## config.mk

```make
export PLATFORM = sky130hd
export DESIGN_NAME = lddma_channel
export DESIGN_NICKNAME = d
export VERILOG_FILES = /design/src/rtl/lddma_pkg.sv /design/src/rtl/lddma_fetch.sv /design/src/rtl/lddma_mover.sv /design/src/rtl/lddma_channel.sv
export SDC_FILE = /design/constraint.sdc
export NUM_CORES = 1
export LEC_CHECK = 0
export BUFFER_PORTS_ARGS = -buffer_cell sky130_fd_sc_hd__buf_2
export CORE_UTILIZATION = 54
export CTS_BUF_LIST = sky130_fd_sc_hd__clkbuf_8 sky130_fd_sc_hd__clkbuf_16
export DETAILED_ROUTE_END_ITERATION = 8
export HOLD_SLACK_MARGIN = 0.06
export PLACE_DENSITY = 0.87
export SYNTH_ARGS = -nofsm -noshare
export SYNTH_HDL_FRONTEND = slang
export SYNTH_SLANG_ARGS = --single-unit
export TNS_END_PERCENT = 20
```

## constraint.sdc

```tcl
create_clock -name clk -period 6.5 [get_ports clk]
set_clock_uncertainty 0.1 [all_clocks]
set_input_delay 0 -clock clk [delete_from_list [all_inputs] [get_ports clk]]
set_output_delay 0 -clock clk [all_outputs]
set_load 0.01 [all_outputs]
```

## src/rtl/lddma_pkg.sv

```systemverilog
package lddma_pkg;
   localparam int unsigned DESC_WORD_W = 32;
   localparam int unsigned DESC_WORDS  = 4;

   typedef enum logic [2:0] {
      CH_IDLE,
      CH_ARMED,
      CH_LAUNCH,
      CH_FETCH,
      CH_MOVE,
      CH_RETIRE
   } ch_state_t;
endpackage

```

## src/rtl/lddma_fetch.sv

```systemverilog
module lddma_fetch #(
   parameter int unsigned AW    = 32,
   parameter int unsigned LEN_W = 13,
   parameter int unsigned IEN_POS = 21
) (
   input  logic                                  clk,
   input  logic                                  rst_n,
   input  logic                                  go,
   input  logic [AW-1:0]                         base,
   output logic                                  rd_en,
   output logic [AW-1:0]                         rd_addr,
   input  logic [lddma_pkg::DESC_WORD_W-1:0]     rd_data,
   output logic                                  done,
   output logic [AW-1:0]                         d_next,
   output logic [AW-1:0]                         d_tgt,
   output logic [LEN_W-1:0]                      d_len,
   output logic                                  d_ien
);
   localparam int unsigned IW = $clog2(lddma_pkg::DESC_WORDS) + 1;

   logic            busy_q;
   logic [IW-1:0]   issue_q;
   logic [AW-1:0]   base_q;
   logic            cap_vld_q;
   logic [IW-2:0]   cap_idx_q;
   logic            done_q;

   assign rd_en   = busy_q && !issue_q[IW-1];
   assign rd_addr = base_q + AW'({issue_q[IW-2:0], 2'b00});
   assign done    = done_q;

   always_ff @(posedge clk) begin
      if (!rst_n) begin
         busy_q    <= 1'b0;
         issue_q   <= '0;
         base_q    <= '0;
         cap_vld_q <= 1'b0;
         cap_idx_q <= '0;
         done_q    <= 1'b0;
         d_next    <= '0;
         d_tgt     <= '0;
         d_len     <= '0;
         d_ien     <= 1'b0;
      end else begin
         cap_vld_q <= rd_en;
         cap_idx_q <= issue_q[IW-2:0];
         done_q    <= cap_vld_q && (cap_idx_q == (IW-1)'(lddma_pkg::DESC_WORDS - 1));
         if (go) begin
            busy_q  <= 1'b1;
            issue_q <= '0;
            base_q  <= base;
         end else if (rd_en) begin
            issue_q <= issue_q + IW'(1);
            if (issue_q == IW'(lddma_pkg::DESC_WORDS - 1)) busy_q <= 1'b0;
         end
         if (cap_vld_q) begin
            case (cap_idx_q)
               (IW-1)'(0): d_next <= rd_data[AW-1:0];
               (IW-1)'(2): d_tgt  <= rd_data[AW-1:0];
               (IW-1)'(3): begin
                  d_len <= rd_data[LEN_W-1:0];
                  d_ien <= rd_data[IEN_POS];
               end
               default: ;
            endcase
         end
      end
   end

   // Consecutive reads in one fetch step through the words in order
   p_word_order_r3: assert property (@(posedge clk) disable iff (!rst_n)
      (rd_en && $past(rd_en)) |-> (rd_addr == $past(rd_addr) + AW'(4)));
endmodule

```

## src/rtl/lddma_mover.sv

```systemverilog
module lddma_mover #(
   parameter int unsigned AW = 32,
   parameter int unsigned BW = 64,
   parameter int unsigned CW = 10
) (
   input  logic          clk,
   input  logic          rst_n,
   input  logic          go,
   input  logic [AW-1:0] tgt,
   input  logic [CW-1:0] beats,
   input  logic          fifo_empty,
   input  logic [BW-1:0] fifo_data,
   output logic          fifo_pop,
   output logic          wr_en,
   output logic [AW-1:0] wr_addr,
   output logic [BW-1:0] wr_data,
   output logic          done
);
   localparam int unsigned BB = BW / 8;

   logic          busy_q;
   logic [AW-1:0] addr_q;
   logic [CW-1:0] remain_q;
   logic          done_q;

   assign fifo_pop = busy_q && !fifo_empty;
   assign wr_en    = fifo_pop;
   assign wr_addr  = addr_q;
   assign wr_data  = fifo_data;
   assign done     = done_q;

   always_ff @(posedge clk) begin
      if (!rst_n) begin
         busy_q   <= 1'b0;
         addr_q   <= '0;
         remain_q <= '0;
         done_q   <= 1'b0;
      end else begin
         done_q <= 1'b0;
         if (go) begin
            busy_q   <= 1'b1;
            addr_q   <= tgt;
            remain_q <= beats;
         end else if (fifo_pop) begin
            addr_q   <= addr_q + AW'(BB);
            remain_q <= remain_q - CW'(1);
            if (remain_q == CW'(1)) begin
               busy_q <= 1'b0;
               done_q <= 1'b1;
            end
         end
      end
   end

   // An empty FIFO freezes the transfer position
   p_stall_hold_r5: assert property (@(posedge clk) disable iff (!rst_n)
      (busy_q && fifo_empty && !go) |=> ($stable(addr_q) && $stable(remain_q)));
endmodule

```

## src/rtl/lddma_channel.sv

```systemverilog
module lddma_channel #(
   parameter int unsigned  AW        = 32,
   parameter int unsigned  BW        = 64,
   parameter int unsigned  LEN_W     = 13,
   parameter int unsigned  IEN_POS   = 21,
   parameter logic [AW-1:0] STOP_PTR = 'h1,
   parameter bit           IRQ_REG   = 1'b0
) (
   input  logic          clk,
   input  logic          rst_n,
   input  logic          sw_kick,
   input  logic          sw_wait_frame,
   input  logic [AW-1:0] sw_first,
   input  logic          frame_end,
   input  logic          end_clr,
   input  logic          irq_en,
   output logic          desc_rd_en,
   output logic [AW-1:0] desc_rd_addr,
   input  logic [31:0]   desc_rd_data,
   input  logic          fifo_empty,
   input  logic [BW-1:0] fifo_data,
   output logic          fifo_pop,
   output logic          wr_en,
   output logic [AW-1:0] wr_addr,
   output logic [BW-1:0] wr_data,
   output logic          run,
   output logic          armed,
   output logic [AW-1:0] cur_next,
   output logic          end_flag,
   output logic          err,
   output logic          irq
);
   import lddma_pkg::*;

   localparam int unsigned BB = BW / 8;
   localparam int unsigned SH = $clog2(BB);
   localparam int unsigned CW = LEN_W - SH;

   if (BW % 8 != 0 || (1 << SH) != BB)
      $error("beat width must be a power-of-two number of bytes");
   if (AW > DESC_WORD_W) $error("address wider than a descriptor word");
   if (IEN_POS < LEN_W || IEN_POS >= DESC_WORD_W) $error("enable bit overlaps length");
   if (LEN_W <= SH) $error("length field narrower than one beat");

   ch_state_t      st_q;
   logic [AW-1:0]  next_q;
   logic           flag_q, err_q;

   logic           f_go, f_done, d_ien;
   logic [AW-1:0]  d_next, d_tgt;
   logic [LEN_W-1:0] d_len;
   logic           m_go, m_done;
   logic           len_bad, len_zero, retire_ien;

   assign f_go       = (st_q == CH_LAUNCH) && (next_q != STOP_PTR);
   assign len_bad    = |d_len[SH-1:0];
   assign len_zero   = (d_len == '0);
   assign m_go       = (st_q == CH_FETCH) && f_done && !len_bad && !len_zero;
   assign retire_ien = (st_q == CH_RETIRE) && d_ien;

   lddma_fetch #(.AW(AW), .LEN_W(LEN_W), .IEN_POS(IEN_POS)) i_fetch (
      .clk(clk), .rst_n(rst_n), .go(f_go), .base(next_q),
      .rd_en(desc_rd_en), .rd_addr(desc_rd_addr), .rd_data(desc_rd_data),
      .done(f_done), .d_next(d_next), .d_tgt(d_tgt), .d_len(d_len), .d_ien(d_ien)
   );

   lddma_mover #(.AW(AW), .BW(BW), .CW(CW)) i_mover (
      .clk(clk), .rst_n(rst_n), .go(m_go), .tgt(d_tgt), .beats(d_len[LEN_W-1:SH]),
      .fifo_empty(fifo_empty), .fifo_data(fifo_data), .fifo_pop(fifo_pop),
      .wr_en(wr_en), .wr_addr(wr_addr), .wr_data(wr_data), .done(m_done)
   );

   always_ff @(posedge clk) begin
      if (!rst_n) begin
         st_q   <= CH_IDLE;
         next_q <= STOP_PTR;
         err_q  <= 1'b0;
      end else begin
         case (st_q)
            CH_IDLE: if (sw_kick) begin
               next_q <= sw_first;
               err_q  <= 1'b0;
               st_q   <= sw_wait_frame ? CH_ARMED : CH_LAUNCH;
            end
            CH_ARMED:  if (frame_end) st_q <= CH_LAUNCH;
            CH_LAUNCH: st_q <= (next_q == STOP_PTR) ? CH_IDLE : CH_FETCH;
            CH_FETCH: if (f_done) begin
               if (len_bad) begin
                  err_q <= 1'b1;
                  st_q  <= CH_IDLE;
               end else begin
                  st_q  <= len_zero ? CH_RETIRE : CH_MOVE;
               end
            end
            CH_MOVE:   if (m_done) st_q <= CH_RETIRE;
            CH_RETIRE: begin
               next_q <= d_next;
               st_q   <= (d_next == STOP_PTR) ? CH_IDLE : CH_LAUNCH;
            end
            default:   st_q <= CH_IDLE;
         endcase
      end
   end

   always_ff @(posedge clk) begin
      if (!rst_n)          flag_q <= 1'b0;
      else if (retire_ien) flag_q <= 1'b1;
      else if (end_clr)    flag_q <= 1'b0;
   end

   if (IRQ_REG) begin : g_irq_reg
      logic irq_q;
      always_ff @(posedge clk) begin
         if (!rst_n) irq_q <= 1'b0;
         else        irq_q <= flag_q && irq_en;
      end
      assign irq = irq_q;
   end else begin : g_irq_comb
      assign irq = flag_q && irq_en;
   end

   assign run      = (st_q != CH_IDLE) && (st_q != CH_ARMED);
   assign armed    = (st_q == CH_ARMED);
   assign cur_next = next_q;
   assign end_flag = flag_q;
   assign err      = err_q;

   // Stop pointer loaded means run drops in the same cycle
   p_stop_halt_r7: assert property (@(posedge clk) disable iff (!rst_n)
      (st_q == CH_RETIRE && d_next == STOP_PTR) |=> (!run && cur_next == STOP_PTR));
   // An armed channel touches neither memory nor the FIFO
   p_armed_quiet_r2: assert property (@(posedge clk) disable iff (!rst_n)
      armed |-> (!desc_rd_en && !wr_en && !fifo_pop));
   // A misaligned length halts with no write
   p_err_halt_r9: assert property (@(posedge clk) disable iff (!rst_n)
      $rose(err) |-> (!run && !wr_en));
   // Write-one-to-clear of the end flag
   p_flag_clear_r8: assert property (@(posedge clk) disable iff (!rst_n)
      (end_flag && end_clr && !retire_ien) |=> !end_flag);
endmodule

```

==> results.toml, run 1 <==
[clocking]
htreeDepth = 4
post_cts_buffers = 0
clock_latency_ns = 0.44
ctsRootBufferMaster = "clkbuf_16"
cts_made_buffers = 17
ctsResizeCount = 0
cts_num_sinks = 199
cts_tree = "done"
clk_path_buf_depth = 2
path_clk_slew_ns = 0.07

[global_route]
grt_pass1_vias = 8551
grt_start_max_net_pins = 88
grt_pass1_wl_mm = 41.8
gr-total-overflow = 0
track_usage_pct = 29.6
antenna_found_initial = 0

[sta]
setup_viol = 0
period_needed_ns = 3.34
hold_viol_final = 0
period_share_pct = 51.3
fin_setup_tns_ns = 0
fmaxAchievable_mhz = 300
tightest_slew_ns = 1.24
final_max_slew_viol_count = 0
maxSlewHeadroom_pct = 17.1
setup_ws_ns = 3.16
rsz0062_at_grt = "no"

[synthesis]
ys_warn_count = 0
synth_flop_cell = "dfxtp_1"
synth_cell_type_count = 51
async_flop_share_pct = 0
syn_inst = 1117
synth-edff-count = 0
synth.avg_cell_area_um2 = 8.40
ys_ff_latch = 199
ys_seq_area_share_pct = 42.4
synth_nets = 1261
synth.cell_area_mm2 = 0.00939

[power_and_ir_drop]
p_per_area_mw_per_mm2 = 270
power_leakage_nw = 4.96
ir_drop_uv = 267
finalPower_mw = 3.16

[final_layout]
multi_input_area_mm2 = 0.00455
final_common_cell = "dfxtp_1"
area_delta_synth_final_pct = 25.1
final_area_mm2 = 0.0117
drive_above_1_share_pct = 17.5
layout_common_cells = "dfxtp_1 (199), nand2_1 (188), buf_2 (175)"
register_area_mm2 = 0.00398
num_antenna_cells = 0
fillers = 1228
nets = 1461

[floorplan]
die_area_mm2 = 0.0179
die_h_um = 134
start_util_pct = 56.0
rows = 47
fp.dieW_um = 134
core_mm2 = 0.0168
ios = 304

[route]
firstDrtPassIters = 5
initialDrtViolationCount = 756
vias = 8976
wl_per_cell_um = 17.6
drc = 0
wl_mm = 27.2
antenna_left = 0
vias_per_cell = 5.79

[worst_setup_path]
rrSetupSlack_ns = 3.56
critical_path_peak_fanout = 7
rr_startpoint = "st_q[2]"
reg2reg_to = "cur_next[0]"
critPathKind = "flop to output pin"
critPathRequiredTime_ns = 6.40
end_kind = "output pin"
r2r_cells = 5
startpoint_type = "flop"
cp.arrival_ns = 3.24

[job]
cap_violations = 0

[placed_design]
post-place-ws_ns = 3.66
place_area_mm2 = 0.00978
hpwlAfterDp_mm = 17.5
gp_congestion = 0.911
io_buffers = 175

[status]
status = "finished clean"

[hold_path]
hp-class = "input port to flop"
min_from = "sw_kick"
whs_path_depth = 5
whs_endpoint = "st_q[1]"
## registers in the layout, summed over array words and instances, names as in the netlist, 2 cells and up
register / cells
i_mover.wr_addr: 32
i_fetch.d_len: 13
i_fetch.d_next: 32
cur_next: 32
i_fetch.d_tgt: 32
i_fetch.base_q: 32
i_fetch.issue_q: 3
st_q: 3
i_mover.remain_q: 10
i_fetch.cap_idx_q: 2
## layout make-up
cell class | count | share of cell area (%)
repair buffers | 316 | 19.6
inverters | 16 | 0.533
multi-input cells | 767 | 38.8
clock inverters | 9 | 0.650
flip-flops and latches | 199 | 33.9
clock buffers | 22 | 4.21
well taps | 220 | 2.35
## Yosys cell counts, types with 2 or more instances
| cell | number | area share, % |
|---|---|---|
| a21oi_1 | 110 | 5.9 |
| o221a_2 | 2 | 0.24 |
| o211ai_1 | 2 | 0.16 |
| buf_1 | 4 | 0.16 |
| inv_1 | 16 | 0.64 |
| xnor2_1 | 41 | 3.8 |
| clkbuf_8 | 2 | 0.29 |
| xor2_1 | 22 | 2.1 |
| and4_1 | 5 | 0.47 |
| buf_4 | 72 | 5.8 |
| nor4_1 | 18 | 1.2 |
| clkbuf_1 | 52 | 2.1 |
| nand3_1 | 29 | 1.5 |
| nor4_4 | 3 | 0.68 |
| dfxtp_1 | 199 | 42 |
| nor2_1 | 106 | 4.2 |
| a31oi_1 | 3 | 0.20 |
| nand2_2 | 2 | 0.13 |
| nand4_4 | 3 | 0.68 |
| nand2_1 | 189 | 7.6 |
| nand2b_1 | 3 | 0.20 |
| or3_1 | 3 | 0.20 |
| o21ai_0 | 30 | 1.6 |
| nor2b_1 | 4 | 0.27 |
| a211oi_1 | 46 | 3.7 |
| and4b_1 | 2 | 0.21 |
| mux2i_1 | 66 | 7.0 |
| and3_1 | 6 | 0.40 |
| nor3_1 | 12 | 0.64 |
| nand4b_1 | 3 | 0.28 |
| o31ai_1 | 3 | 0.24 |
| buf_2 | 5 | 0.27 |
| or2_2 | 3 | 0.20 |
| nor4b_1 | 3 | 0.28 |
| ha_1 | 7 | 0.93 |
| nand4_1 | 20 | 1.3 |
| and2_1 | 6 | 0.40 |
| nand3b_1 | 2 | 0.16 |
## logic make-up (layout without fill, tap and decap cells)
kind of cell | after synthesis | in the layout | share of synthesized area, %
simple gates | 431 | 431 | 22.1
compound gates | 199 | 199 | 12.2
flops | 199 | 199 | 42.4
buf+inv | 151 | 363 | 9.20
mux | 66 | 66 | 7.04
xor+xnor | 63 | 63 | 5.88
fa+ha+maj | 8 | 8 | 1.15
## critical path: stages, from the launching register on
cell and delay, ns:
dfxtp_1 0.40, ha_1 0.21, inv_1 0.06, fa_1 0.46, nand3b_1 0.35, nor4_4 0.61, nand3_1 0.20, nor2_1 0.19
xor2_1 0.17, buf_2 0.15
## timing repair
action	in CTS	in global routing
endpoints found under the setup margin	0	0
hold buffers	136	0
hold endpoints to repair	206	0
## metrics by stage
step,utilization [%],instances,hold WS (ns)
final,70.0,1549,0.101
after global routing,70.0,1549,0.184
after CTS,69.9,1548,0.104
after detailed placement,58.3,1381,-0.0999
after global placement,58.3,1381,-0.0999
after floorplan,-,1117,-0.00823
## worst max path at each step
| stage | start | to |
|---|---|---|
| after floorplan | i_fetch.issue_q[0] | desc_rd_addr[22] |
| after detailed placement | st_q[0] | i_mover.wr_addr[31] |
| after CTS | i_fetch.issue_q[0] | desc_rd_addr[22] |
| after global routing | i_fetch.issue_q[0] | desc_rd_addr[22] |
| after global placement | st_q[0] | i_mover.wr_addr[24] |
| final | i_fetch.issue_q[0] | desc_rd_addr[22] |
## routing by layer
metal  share of wire, %  wire length, µm  GRT usage (%)
met5                  0                0              0
met4                3.5              940           13.4
met3                7.0             1900           5.52
met2                 49            13400           49.9
met1                 40            11000           36.6
## power by group
part | internal [mW] | switching (mW) | total [mW]
logic | 0.327 | 0.376 | 0.703
clock network | 0.573 | 0.453 | 1.03
registers | 1.31 | 0.123 | 1.44
total | 2.21 | 0.952 | 3.16
Note: power is estimated with default switching activity, not from simulation.
==> run 2: changes to the inputs <==
--- a/config.mk
+++ b/config.mk
@@ -5,12 +5,13 @@
 export SDC_FILE = /design/constraint.sdc
 export NUM_CORES = 1
 export LEC_CHECK = 0
+export ABC_AREA = 1
 export BUFFER_PORTS_ARGS = -buffer_cell sky130_fd_sc_hd__buf_2
-export CORE_UTILIZATION = 54
+export CORE_UTILIZATION = 52
 export CTS_BUF_LIST = sky130_fd_sc_hd__clkbuf_8 sky130_fd_sc_hd__clkbuf_16
 export DETAILED_ROUTE_END_ITERATION = 8
 export HOLD_SLACK_MARGIN = 0.06
-export PLACE_DENSITY = 0.87
+export PLACE_DENSITY = 0.83
 export SYNTH_ARGS = -nofsm -noshare
 export SYNTH_HDL_FRONTEND = slang
 export SYNTH_SLANG_ARGS = --single-unit
==> constraint.sdc (replaced) <==
create_clock -name clk -period 3.5 [get_ports clk]
set_clock_uncertainty 0.1 [all_clocks]
set_input_delay 0 -clock clk [delete_from_list [all_inputs] [get_ports clk]]
set_output_delay 0 -clock clk [all_outputs]
set_load 0.01 [all_outputs]
==> run 2 against run 1 <==
Compared with the run above: critical path type unchanged; final cell count rose by 32%; via count rose by 22%; utilization fell by 4.3 points; combinational power rose to 2.9 times the previous value; hold slack improved by 0.062 ns; first-iteration DRC count rose by 46%.
==> results.toml, run 2 <==
[global_route]
gr-total-overflow = 0
antenna_found_initial = 2
grt_pass1_vias = 9911
track_usage_pct = 31.6
grt_pass1_wl_mm = 50.1
grt_start_max_net_pins = 90

[floorplan]
start_util_pct = 52.9
die_h_um = 143
rows = 51
fp.dieW_um = 143
die_area_mm2 = 0.0204
core_mm2 = 0.0195
ios = 304

[power_and_ir_drop]
p_per_area_mw_per_mm2 = 562
ir_drop_uv = 453
finalPower_mw = 7.19
power_leakage_nw = 5.92

[synthesis]
post-synth-top-count-cell = "nand2_1"
synth_flop_cell = "dfxtp_1"
ys_top_cells_by_area = "dfxtp_1 (39%), nand2_1 (13%), nor2_1 (9.4%)"
yosys-top-cells-count = "nand2_1 (347), nor2_1 (258), dfxtp_1 (199)"
synth.avg_cell_area_um2 = 6.58
async_flop_share_pct = 0
synth_cell_type_count = 34
yosysTopAreaCell = "dfxtp_1"
synth.top_cell.area_share_pct = 38.7
ys_ff_latch = 199
synth.cell_area_mm2 = 0.0103
syn_inst = 1565
synth-edff-count = 0
ys_warn_count = 0
ys_seq_area_share_pct = 38.7
synth_nets = 1709

[job]
cap_violations = 0

[final_layout]
layout_common_cells = "nand2_1 (347), nor2_1 (258), dfxtp_1 (199)"
fillers = 1629
multi_input_area_mm2 = 0.00487
drive_above_1_share_pct = 12.8
final_util_pct = 65.8
final_common_cell = "nand2_1"
register_area_mm2 = 0.00398
area_delta_synth_final_pct = 24.3
nets = 1914

[worst_setup_path]
reg2reg_to = "i_mover.wr_addr[28]"
startpoint_type = "flop"
endpoint = "desc_rd_addr[22]"
critical_path_peak_fanout = 4
cp.arrival_ns = 3.04
end_kind = "output pin"
rrSetupSlack_ns = 1.01
critPathKind = "flop to output pin"
r2r_cells = 8
rr_startpoint = "st_q[0]"
critPathRequiredTime_ns = 3.40
crit_start = "i_fetch.issue_q[0]"

[sta]
whs_ns = 0.163
period_needed_ns = 3.14
rsz0062_at_grt = "no"
hold_viol_final = 0
tightest_slew_ns = 1.05
fin_setup_tns_ns = 0
period_share_pct = 89.6
setup_viol = 0
final_max_slew_viol_count = 0
maxSlewHeadroom_pct = 29.9
setup_ws_ns = 0.363
fmaxAchievable_mhz = 319

[placed_design]
post-place-ws_ns = 0.890
hpwlAfterDp_mm = 21.9
gp_congestion = 0.952
io_buffers = 175

[route]
wl_mm = 32.6
antenna_left = 0
wl_per_cell_um = 15.9
vias_per_cell = 5.36
vias = 10978
initialDrtViolationCount = 1103
drc = 0
firstDrtPassIters = 6

[clocking]
cts_num_sinks = 199
path_clk_slew_ns = 0.07
clock_latency_ns = 0.44
htreeDepth = 4
post_cts_buffers = 0
clk_path_buf_depth = 2
cts_tree = "done"
ctsRootBufferMaster = "clkbuf_16"
cts_made_buffers = 17

[hold_path]
hp-class = "input port to output pin"

[status]
status = "finished clean"
[run 2: cell types whose count changed after synthesis, sizes merged, moves of 12 or more]
cell / before / now
nor4: 22 / 3
nand3: 30 / 78
nor2: 107 / 259
a21oi: 110 / 70
nand4: 23 / 11
nor3: 12 / 26
nand2: 191 / 348
a211oi: 46 / 0
inv: 16 / 171
xnor2: 41 / 15
o21ai: 30 / 165
mux2i: 66 / 0
a31oi: 3 / 31
[run 2: logic make-up (layout without fill, tap and decap cells)]
kind of cell	count (synthesis)	count (layout)	share of synthesized area, %
AO/OA/AOI/OAI	269	269	13.6
XOR/XNOR	44	44	3.74
adder cells (fa/ha/maj)	8	8	1.05
buffers and inverters	311	528	14.0
flip-flops	199	199	38.7
other	0	2	0
AND/OR/NAND/NOR	734	734	28.9
[run 2: final cells by class]
type | instances | share of cell area, %
sequential | 199 | 31.1
clock inverter | 11 | 1.15
clock buffer | 20 | 3.65
tap | 265 | 2.59
multi-input combinational | 1055 | 38.0
antenna | 2 | 0.0391
timing repair buffer | 324 | 18.3
inverter | 173 | 5.07
[run 2: layer usage]
| metal | routed length, µm | vias up | track usage [%] | part of all wire (%) |
|---|---|---|---|---|
| met5 | 0 | - | 0 | 0 |
| li1 | - | 5306 | - | - |
| met2 | 15700 | 565 | 53.8 | 48 |
| met3 | 2480 | 104 | 4.69 | 7.6 |
| met4 | 1150 | 0 | 13.3 | 3.5 |
| met1 | 13300 | 5003 | 39.8 | 41 |
[run 2: repair_timing]
item / in CTS / in global routing
resized for setup: 0 / 0
endpoints found under the hold margin: 190 / 0
hold buffers: 135 / 0
[run 2: per-stage QoR]
step / cell area (µm²) / cells
finish: 12800 / 2049
global route: 12800 / 2049
CTS: 12800 / 2047
detailed placement: 10800 / 1881
global placement: 10800 / 1881
floorplan: 10300 / 1565
[run 2: worst min-delay path by stage]
stage	to	start	cells after the start	slack (ns)
2_1_floorplan	fifo_pop	fifo_empty	1	-0.06
3_3_place_gp	wr_data[14]	fifo_data[14]	0	-0.1
3_5_place_dp	wr_data[14]	fifo_data[14]	0	-0.1
4_1_cts	irq	irq_en	4	0.17
5_1_grt	irq	irq_en	4	0.22
6_report	irq	irq_en	4	0.16
[run 2: worst max-delay path, cell delays in order, from the launching register on]
cell and delay, ns:
dfxtp_1 0.42, ha_1 0.22, inv_1 0.06, fa_1 0.41
inv_1 0.07, nand3_1 0.11, nor2_1 0.17, nand2_1 0.11
nor2_1 0.18, nand2_1 0.13, nor2_1 0.21, nand2_1 0.09
xnor2_1 0.23, buf_2 0.18
[run 2: power by group]
| group | internal [mW] | leakage (nW) | total (mW) | switching [mW] |
|---|---|---|---|---|
| clock | 1.18 | 0.296 | 2.05 | 0.870 |
| combinational | 0.821 | 4.01 | 2.05 | 1.23 |
| sequential | 2.64 | 1.62 | 3.09 | 0.451 |
